`config.mk`:
```
export PLATFORM = sky130hd
export DESIGN_NAME = clkbuf_i2c_ctl
export DESIGN_NICKNAME = d
export VERILOG_FILES = /design/src/rtl/clkbuf_pkg.sv /design/src/rtl/clkbuf_bus_sync.sv /design/src/rtl/clkbuf_rx_engine.sv /design/src/rtl/clkbuf_en_regs.sv /design/src/rtl/clkbuf_out_gate.sv /design/src/rtl/clkbuf_i2c_ctl.sv
export SDC_FILE = /design/constraint.sdc
export NUM_CORES = 1
export LEC_CHECK = 0
export CAP_MARGIN = 20
export CORE_ASPECT_RATIO = 0.9
export CORE_MARGIN = 4
export CORE_UTILIZATION = 54
export CTS_CLUSTER_SIZE = 12
export DETAILED_ROUTE_END_ITERATION = 8
export PLACE_DENSITY = 0.78
export SLEW_MARGIN = 15
export SYNTH_ARGS = -nofsm -noshare
export SYNTH_HDL_FRONTEND = slang
export SYNTH_SLANG_ARGS = --single-unit
```
`constraint.sdc`:
```
create_clock -name clk -period 2 [get_ports clk]
set_input_delay 0.3 -clock clk [delete_from_list [all_inputs] [get_ports clk]]
set_output_delay 0.3 -clock clk [all_outputs]
set_load 0.005 [all_outputs]
```
`src/rtl/clkbuf_pkg.sv`:
```
package clkbuf_pkg;
    localparam int NUM_OUT = 10;

    // byte positions inside a frame, counted from the address byte (0)
    localparam logic [2:0] POS_DATA0 = 3'd3;
    localparam logic [2:0] POS_DATA2 = 3'd5;
    localparam logic [2:0] POS_SAT   = 3'd6;

    typedef enum logic [1:0] {
        ST_IDLE,   // waiting for START (also the "ignore" state)
        ST_BITS,   // shifting in a byte
        ST_ACKW,   // byte done, wait for SCL low to drive ACK
        ST_ACK     // ACK driven, wait for SCL low to release
    } rx_state_e;

    typedef struct packed {
        rx_state_e  st;
        logic [2:0] bitcnt;
        logic [7:0] shreg;
        logic [2:0] bytepos;
        logic       ack;
        logic       wr;
        logic [1:0] widx;
        logic [7:0] wdata;
    } rx_regs_t;
endpackage

```
`src/rtl/clkbuf_bus_sync.sv`:
```
module clkbuf_bus_sync #(
    parameter int STAGES = 2
) (
    input  logic clk,
    input  logic rst_n,
    input  logic scl_i,
    input  logic sda_i,
    output logic scl_s,
    output logic sda_s,
    output logic scl_rise,
    output logic scl_fall,
    output logic start_det,
    output logic stop_det
);
    localparam int W = STAGES + 1;

    typedef struct packed {
        logic [W-1:0] scl;
        logic [W-1:0] sda;
    } pipe_t;

    pipe_t pipe_d, pipe_q;

    always_comb begin
        pipe_d     = pipe_q;
        pipe_d.scl = {pipe_q.scl[W-2:0], scl_i};
        pipe_d.sda = {pipe_q.sda[W-2:0], sda_i};
    end

    always_ff @(posedge clk or negedge rst_n) begin
        if (!rst_n) pipe_q <= '1;
        else        pipe_q <= pipe_d;
    end

    logic scl_p, sda_p;
    assign scl_s = pipe_q.scl[W-2];
    assign sda_s = pipe_q.sda[W-2];
    assign scl_p = pipe_q.scl[W-1];
    assign sda_p = pipe_q.sda[W-1];

    assign scl_rise  =  scl_s & ~scl_p;
    assign scl_fall  = ~scl_s &  scl_p;
    assign start_det =  scl_s &  scl_p &  sda_p & ~sda_s;
    assign stop_det  =  scl_s &  scl_p & ~sda_p &  sda_s;
endmodule

```
`src/rtl/clkbuf_rx_engine.sv`:
```
module clkbuf_rx_engine
    import clkbuf_pkg::*;
#(
    parameter logic [6:0] DEV_ADDR = 7'b1101001
) (
    input  logic       clk,
    input  logic       rst_n,
    input  logic       sda_s,
    input  logic       scl_rise,
    input  logic       scl_fall,
    input  logic       start_det,
    input  logic       stop_det,
    output logic       ack_o,
    output logic       wr_o,
    output logic [1:0] widx_o,
    output logic [7:0] wdata_o
);
    localparam logic [7:0] WR_BYTE = {DEV_ADDR, 1'b0};

    rx_regs_t   r_d, r_q;
    logic [7:0] byte_nx;
    logic [2:0] rel_pos;

    always_comb begin
        r_d     = r_q;
        r_d.wr  = 1'b0;
        byte_nx = {r_q.shreg[6:0], sda_s};
        rel_pos = r_q.bytepos - POS_DATA0;
        if (start_det) begin
            r_d.st      = ST_BITS;
            r_d.bitcnt  = 3'd0;
            r_d.bytepos = 3'd0;
            r_d.ack     = 1'b0;
        end else if (stop_det) begin
            r_d.st  = ST_IDLE;
            r_d.ack = 1'b0;
        end else begin
            case (r_q.st)
                ST_BITS: if (scl_rise) begin
                    r_d.shreg  = byte_nx;
                    r_d.bitcnt = r_q.bitcnt + 3'd1;
                    if (r_q.bitcnt == 3'd7) begin
                        if (r_q.bytepos == 3'd0 && byte_nx != WR_BYTE)
                            r_d.st = ST_IDLE;
                        else
                            r_d.st = ST_ACKW;
                        if (r_q.bytepos >= POS_DATA0 && r_q.bytepos <= POS_DATA2) begin
                            r_d.wr    = 1'b1;
                            r_d.widx  = rel_pos[1:0];
                            r_d.wdata = byte_nx;
                        end
                    end
                end
                ST_ACKW: if (scl_fall) begin
                    r_d.ack = 1'b1;
                    r_d.st  = ST_ACK;
                end
                ST_ACK: if (scl_fall) begin
                    r_d.ack    = 1'b0;
                    r_d.st     = ST_BITS;
                    r_d.bitcnt = 3'd0;
                    if (r_q.bytepos != POS_SAT) r_d.bytepos = r_q.bytepos + 3'd1;
                end
                default: ;
            endcase
        end
    end

    always_ff @(posedge clk or negedge rst_n) begin
        if (!rst_n) r_q <= '{st: ST_IDLE, default: '0};
        else        r_q <= r_d;
    end

    assign ack_o   = r_q.ack;
    assign wr_o    = r_q.wr;
    assign widx_o  = r_q.widx;
    assign wdata_o = r_q.wdata;
endmodule

```
`src/rtl/clkbuf_en_regs.sv`:
```
module clkbuf_en_regs
    import clkbuf_pkg::*;
(
    input  logic               clk,
    input  logic               rst_n,
    input  logic               wr_i,
    input  logic [1:0]         widx_i,
    input  logic [7:0]         wdata_i,
    output logic [NUM_OUT-1:0] en_o
);
    logic [NUM_OUT-1:0] en_d, en_q;

    always_comb begin
        en_d = en_q;
        if (wr_i) begin
            case (widx_i)
                2'd0:    en_d[3:0] = wdata_i[3:0];
                2'd1:    en_d[7:4] = wdata_i[7:4];
                2'd2:    en_d[9:8] = {wdata_i[7], wdata_i[6]};
                default: ;
            endcase
        end
    end

    always_ff @(posedge clk or negedge rst_n) begin
        if (!rst_n) en_q <= '1;
        else        en_q <= en_d;
    end

    assign en_o = en_q;
endmodule

```
`src/rtl/clkbuf_out_gate.sv`:
```
module clkbuf_out_gate #(
    parameter int N = 10
) (
    input  logic         ref_clk_i,
    input  logic         out_en_i,
    input  logic [N-1:0] en_i,
    output logic [N-1:0] clk_o,
    output logic [N-1:0] oe_o
);
    for (genvar i = 0; i < N; i++) begin : g_lane
        assign clk_o[i] = ref_clk_i & en_i[i];
        assign oe_o[i]  = out_en_i;
    end
endmodule

```
`src/rtl/clkbuf_i2c_ctl.sv`:
```
module clkbuf_i2c_ctl
    import clkbuf_pkg::*;
#(
    parameter int         SYNC_STAGES = 2,
    parameter logic [6:0] DEV_ADDR    = 7'b1101001
) (
    input  logic               clk,
    input  logic               rst_n,
    input  logic               scl_i,
    input  logic               sda_i,
    output logic               sda_oe_o,
    input  logic               ref_clk_i,
    input  logic               out_en_i,
    output logic [NUM_OUT-1:0] clk_o,
    output logic [NUM_OUT-1:0] clk_oe_o
);
    logic               scl_s, sda_s, scl_rise, scl_fall, start_det, stop_det;
    logic               wr_stb;
    logic [1:0]         wr_idx;
    logic [7:0]         wr_data;
    logic [NUM_OUT-1:0] en_q;

    clkbuf_bus_sync #(.STAGES(SYNC_STAGES)) u_sync (
        .clk(clk), .rst_n(rst_n), .scl_i(scl_i), .sda_i(sda_i),
        .scl_s(scl_s), .sda_s(sda_s), .scl_rise(scl_rise), .scl_fall(scl_fall),
        .start_det(start_det), .stop_det(stop_det)
    );

    clkbuf_rx_engine #(.DEV_ADDR(DEV_ADDR)) u_rx (
        .clk(clk), .rst_n(rst_n), .sda_s(sda_s), .scl_rise(scl_rise),
        .scl_fall(scl_fall), .start_det(start_det), .stop_det(stop_det),
        .ack_o(sda_oe_o), .wr_o(wr_stb), .widx_o(wr_idx), .wdata_o(wr_data)
    );

    clkbuf_en_regs u_regs (
        .clk(clk), .rst_n(rst_n), .wr_i(wr_stb), .widx_i(wr_idx),
        .wdata_i(wr_data), .en_o(en_q)
    );

    clkbuf_out_gate #(.N(NUM_OUT)) u_gate (
        .ref_clk_i(ref_clk_i), .out_en_i(out_en_i), .en_i(en_q),
        .clk_o(clk_o), .oe_o(clk_oe_o)
    );
endmodule

```
==> results_dict.tcl <==
set metrics [dict create \
    critPathRequiredTime_ns 2.17 \
    timing.final.max_slew_violations 0 \
    worstSkewPairLatency_ns 0.28 \
    route.vias.total 1220 \
    clockPowerShare_pct 40.3 \
    layout.cells.most_common "sky130_fd_sc_hd__dfrtp_1" \
    drtAntennaViolNets 0 \
    timing.critical_path.fanout_max 11 \
    setup_slack_ns 0.118 \
    final_layout_size_suffix_gt1_share_pct 35.0 \
    synth.yosys.warnings 0 \
    first_global_vias 1280 \
    pwr_density_cell_nw_per_um2 719 \
    groute.layer.met2.usage_pct 25.8 \
    timing_worst_slew_pin_value_ns 0.738 \
    ctsRootBufferMaster "sky130_fd_sc_hd__clkbuf_8" \
    setup-violations-final 0 \
    drtIter0Drc 57 \
    slew-limit-headroom_pct 50.8 \
    grt_first_pass_wirelength_um 5910 \
    groute.usage.overall_pct 15.7 \
    static-leakage-power_uw 0.00111 \
    gp_congestion 0.821 \
    grt_setup_unrepaired "no" \
    cts_buffer_depth 2 \
    ctsHoldBuffers 0 \
    numCtsBuffers 5 \
    postSynth.asyncResetShare_pct 100 \
    met1_grt_util_pct 20.2 \
    final_nets 189 \
    net_switching_power_of_the_design_uw 345 \
    synth_cells 163 \
    cts_htree_levels 2 \
    share_seq_of_total_power_pct 54.8 \
    number_of_nets_produced_by_synthesis 176 \
    power.combinational.fraction_pct 4.9 \
    route.final.wire_length_um 3400 \
    drt_pre_antenna_iters 4 \
    cp_data_arrival_time_ns 2.06 \
    post-route-util_pct 62.8 \
    grt_busiest_layer "met2" \
    path_clk_slew_ns 0.08 \
    mostFrequentLayoutCells "sky130_fd_sc_hd__dfrtp_1 (27), sky130_fd_sc_hd__mux2_2 (21), sky130_fd_sc_hd__dfstp_2 (16)" \
    outcome "finished clean" \
    holdCritPathClass "in -> async" \
    cts_tree "built" \
    global_route.overflow_total 0 \
    ys_dominant_reg_cell "sky130_fd_sc_hd__dfrtp_1" \
    grt_antenna_before_repair 0 \
    maximum_number_of_pins_on_one_net_before_global_route_repair 36 \
    synth-edff-count 0 \
    numPortBuffers 15 \
    die_w_um 73.6 \
    dp_slack_ns 0.115 \
    seq_area_frac_synth_pct 52.5 \
    cts_post_setup_buffers_inserted 0 \
    floorplan.initialDensity_pct 56.0 \
    wire_per_inst_um 15.3 \
    vias_per_cell 5.47 \
    syn_area_sq_um 2090 \
    setup.worst_path.end_class "flop" \
    totalNegativeSetupSlack_ns 0 \
    ctsResizeCount 0 \
    max_frequency_mhz 531 \
    route.detailed.drc 0 \
    dp_hpwl_um 2490 \
    clock_sink_count 43 \
    synth_area_per_cell_sq_um 12.8 \
    clock-skew-final_ns 0.00638 \
    nFillCells 289 \
    worst-setup-path-type "reg -> reg" \
    die_height_um 67.0 \
    max-vdd-ir-drop_mv 0.604 \
    timing_hold_violations_final 0 \
    num_rows 21 \
    yosys_register_bits 43 \
    fin_crit_ns 1.88 \
    synthDistinctLibCells 36 \
    global_route_met3_utilization_pct 3.32 \
    startpoint_type "flop" \
    swShare_pct 20.5 \
    die_area_sq_um 4930 \
    diodes 0 \
    cap_violations 0 \
    internal-power_uw 1340 \
    core-area_sq_um 3730 \
    design.portCount 27 \
    min_period_over_period_pct 94.1 \
    areaGrowthSynthToFinish_pct 12.2 \
]
[critical path, cell delays in order, from the launching register on]
cell	delay, ns
sky130_fd_sc_hd__dfrtp_1	0.43
sky130_fd_sc_hd__inv_1	0.10
sky130_fd_sc_hd__ha_1	0.18
sky130_fd_sc_hd__o21bai_1	0.18
sky130_fd_sc_hd__o211ai_4	0.47
sky130_fd_sc_hd__mux2_2	0.39
[logic make-up after synthesis]
| group | after synthesis | synth area share, % |
|---|---|---|
| AOI/OAI and AO/OA | 22 | 7.13 |
| xor gates and xnor gates | 1 | 0.419 |
| adders and majority gates | 7 | 4.19 |
| buffers and inverters | 23 | 6.53 |
| DFF | 43 | 52.5 |
| muxes | 33 | 19.0 |
| and+or+nand+nor | 34 | 10.3 |
[power groups by stage]
stage	clock (uW)	sequential, uW	combinational (uW)
global route	742	929	94.3
detailed placement	0	940	84.0
CTS	701	924	84.4
floorplan	0	931	64.1
global placement	0	937	79.2
finish	680	925	82.0
[flip-flops by register name, summed over array words and instances (netlist names)]
| register | count |
|---|---|
| u_sync.pipe_q | 2 |
| u_sync.pipe_d | 2 |
| u_sync.scl_s | 1 |
| u_sync.sda_s | 1 |
| u_rx.byte_nx | 7 |
| u_rx.wdata_o | 8 |
| u_rx.widx_o | 2 |
| u_rx.wr_o | 1 |
| u_rx.r_q | 8 |
| u_rx.ack_o | 1 |
| u_regs.en_o | 10 |
[routing by layer]
| layer | wire, um | share of wire, % |
|---|---|---|
| met4 | 29 | 0.85 |
| met5 | 0 | 0 |
| met1 | 1570 | 46 |
| met2 | 1680 | 49 |
| met3 | 121 | 3.6 |
[final timing paths]
path / start / end / cells after the start / slack (ns)
hold / removal: rst_n / u_rx.r_q[14]$_DFFE_PN0P_ / 1 / 0.07
max in group asynchronous: rst_n / u_regs.en_o[5]$_DFFE_PN1P_ / 2 / 1.26
setup reg to reg: u_rx.r_q[13]$_DFFE_PN0P_ / u_rx.widx_o[1]$_DFFE_PN0P_ / 5 / 0.12
min in group clk: u_sync.pipe_d[4]$_DFF_PN1_ / u_sync.scl_s$_DFF_PN1_ / 0 / 0.36
setup / recovery: u_rx.r_q[13]$_DFFE_PN0P_ / u_rx.widx_o[1]$_DFFE_PN0P_ / 5 / 0.12
hold reg to reg: u_sync.pipe_d[4]$_DFF_PN1_ / u_sync.scl_s$_DFF_PN1_ / 0 / 0.36
[cell usage after synthesis (all sizes together), types with 4 or more instances]
cell type | number | area, sq um
ha | 7 | 87.6
a21oi | 5 | 25.0
buf | 13 | 98.8
nand2 | 7 | 26.3
and2 | 11 | 68.8
mux2i | 4 | 40.0
dfstp | 16 | 420
o21ai | 7 | 35.0
dfrtp | 27 | 676
inv | 9 | 33.8
mux2 | 29 | 357
[cell type report]
class	count	area (sq um)	share of cell area [%]
clock inverters	2	35.0	1.49
well taps	46	57.6	2.45
clock buffers	6	82.6	3.52
repair buffers	20	183	7.79
inverters	9	33.8	1.44
multi-input cells	97	857	36.6
flip-flops and latches	43	1100	46.7
[through the flow]
| stage | cell area [sq um] | cells | hold WS (ns) | power, uW |
|---|---|---|---|---|
| after floorplan | 2090 | 163 | 0.00441 | 995 |
| after global placement | 2230 | 215 | 0.346 | 1020 |
| after detailed placement | 2230 | 215 | 0.347 | 1020 |
| after CTS | 2340 | 223 | 0.0922 | 1710 |
| after global routing | 2340 | 223 | 0.125 | 1770 |
| final | 2340 | 223 | 0.0650 | 1690 |
(Power assumes the default switching activity.)
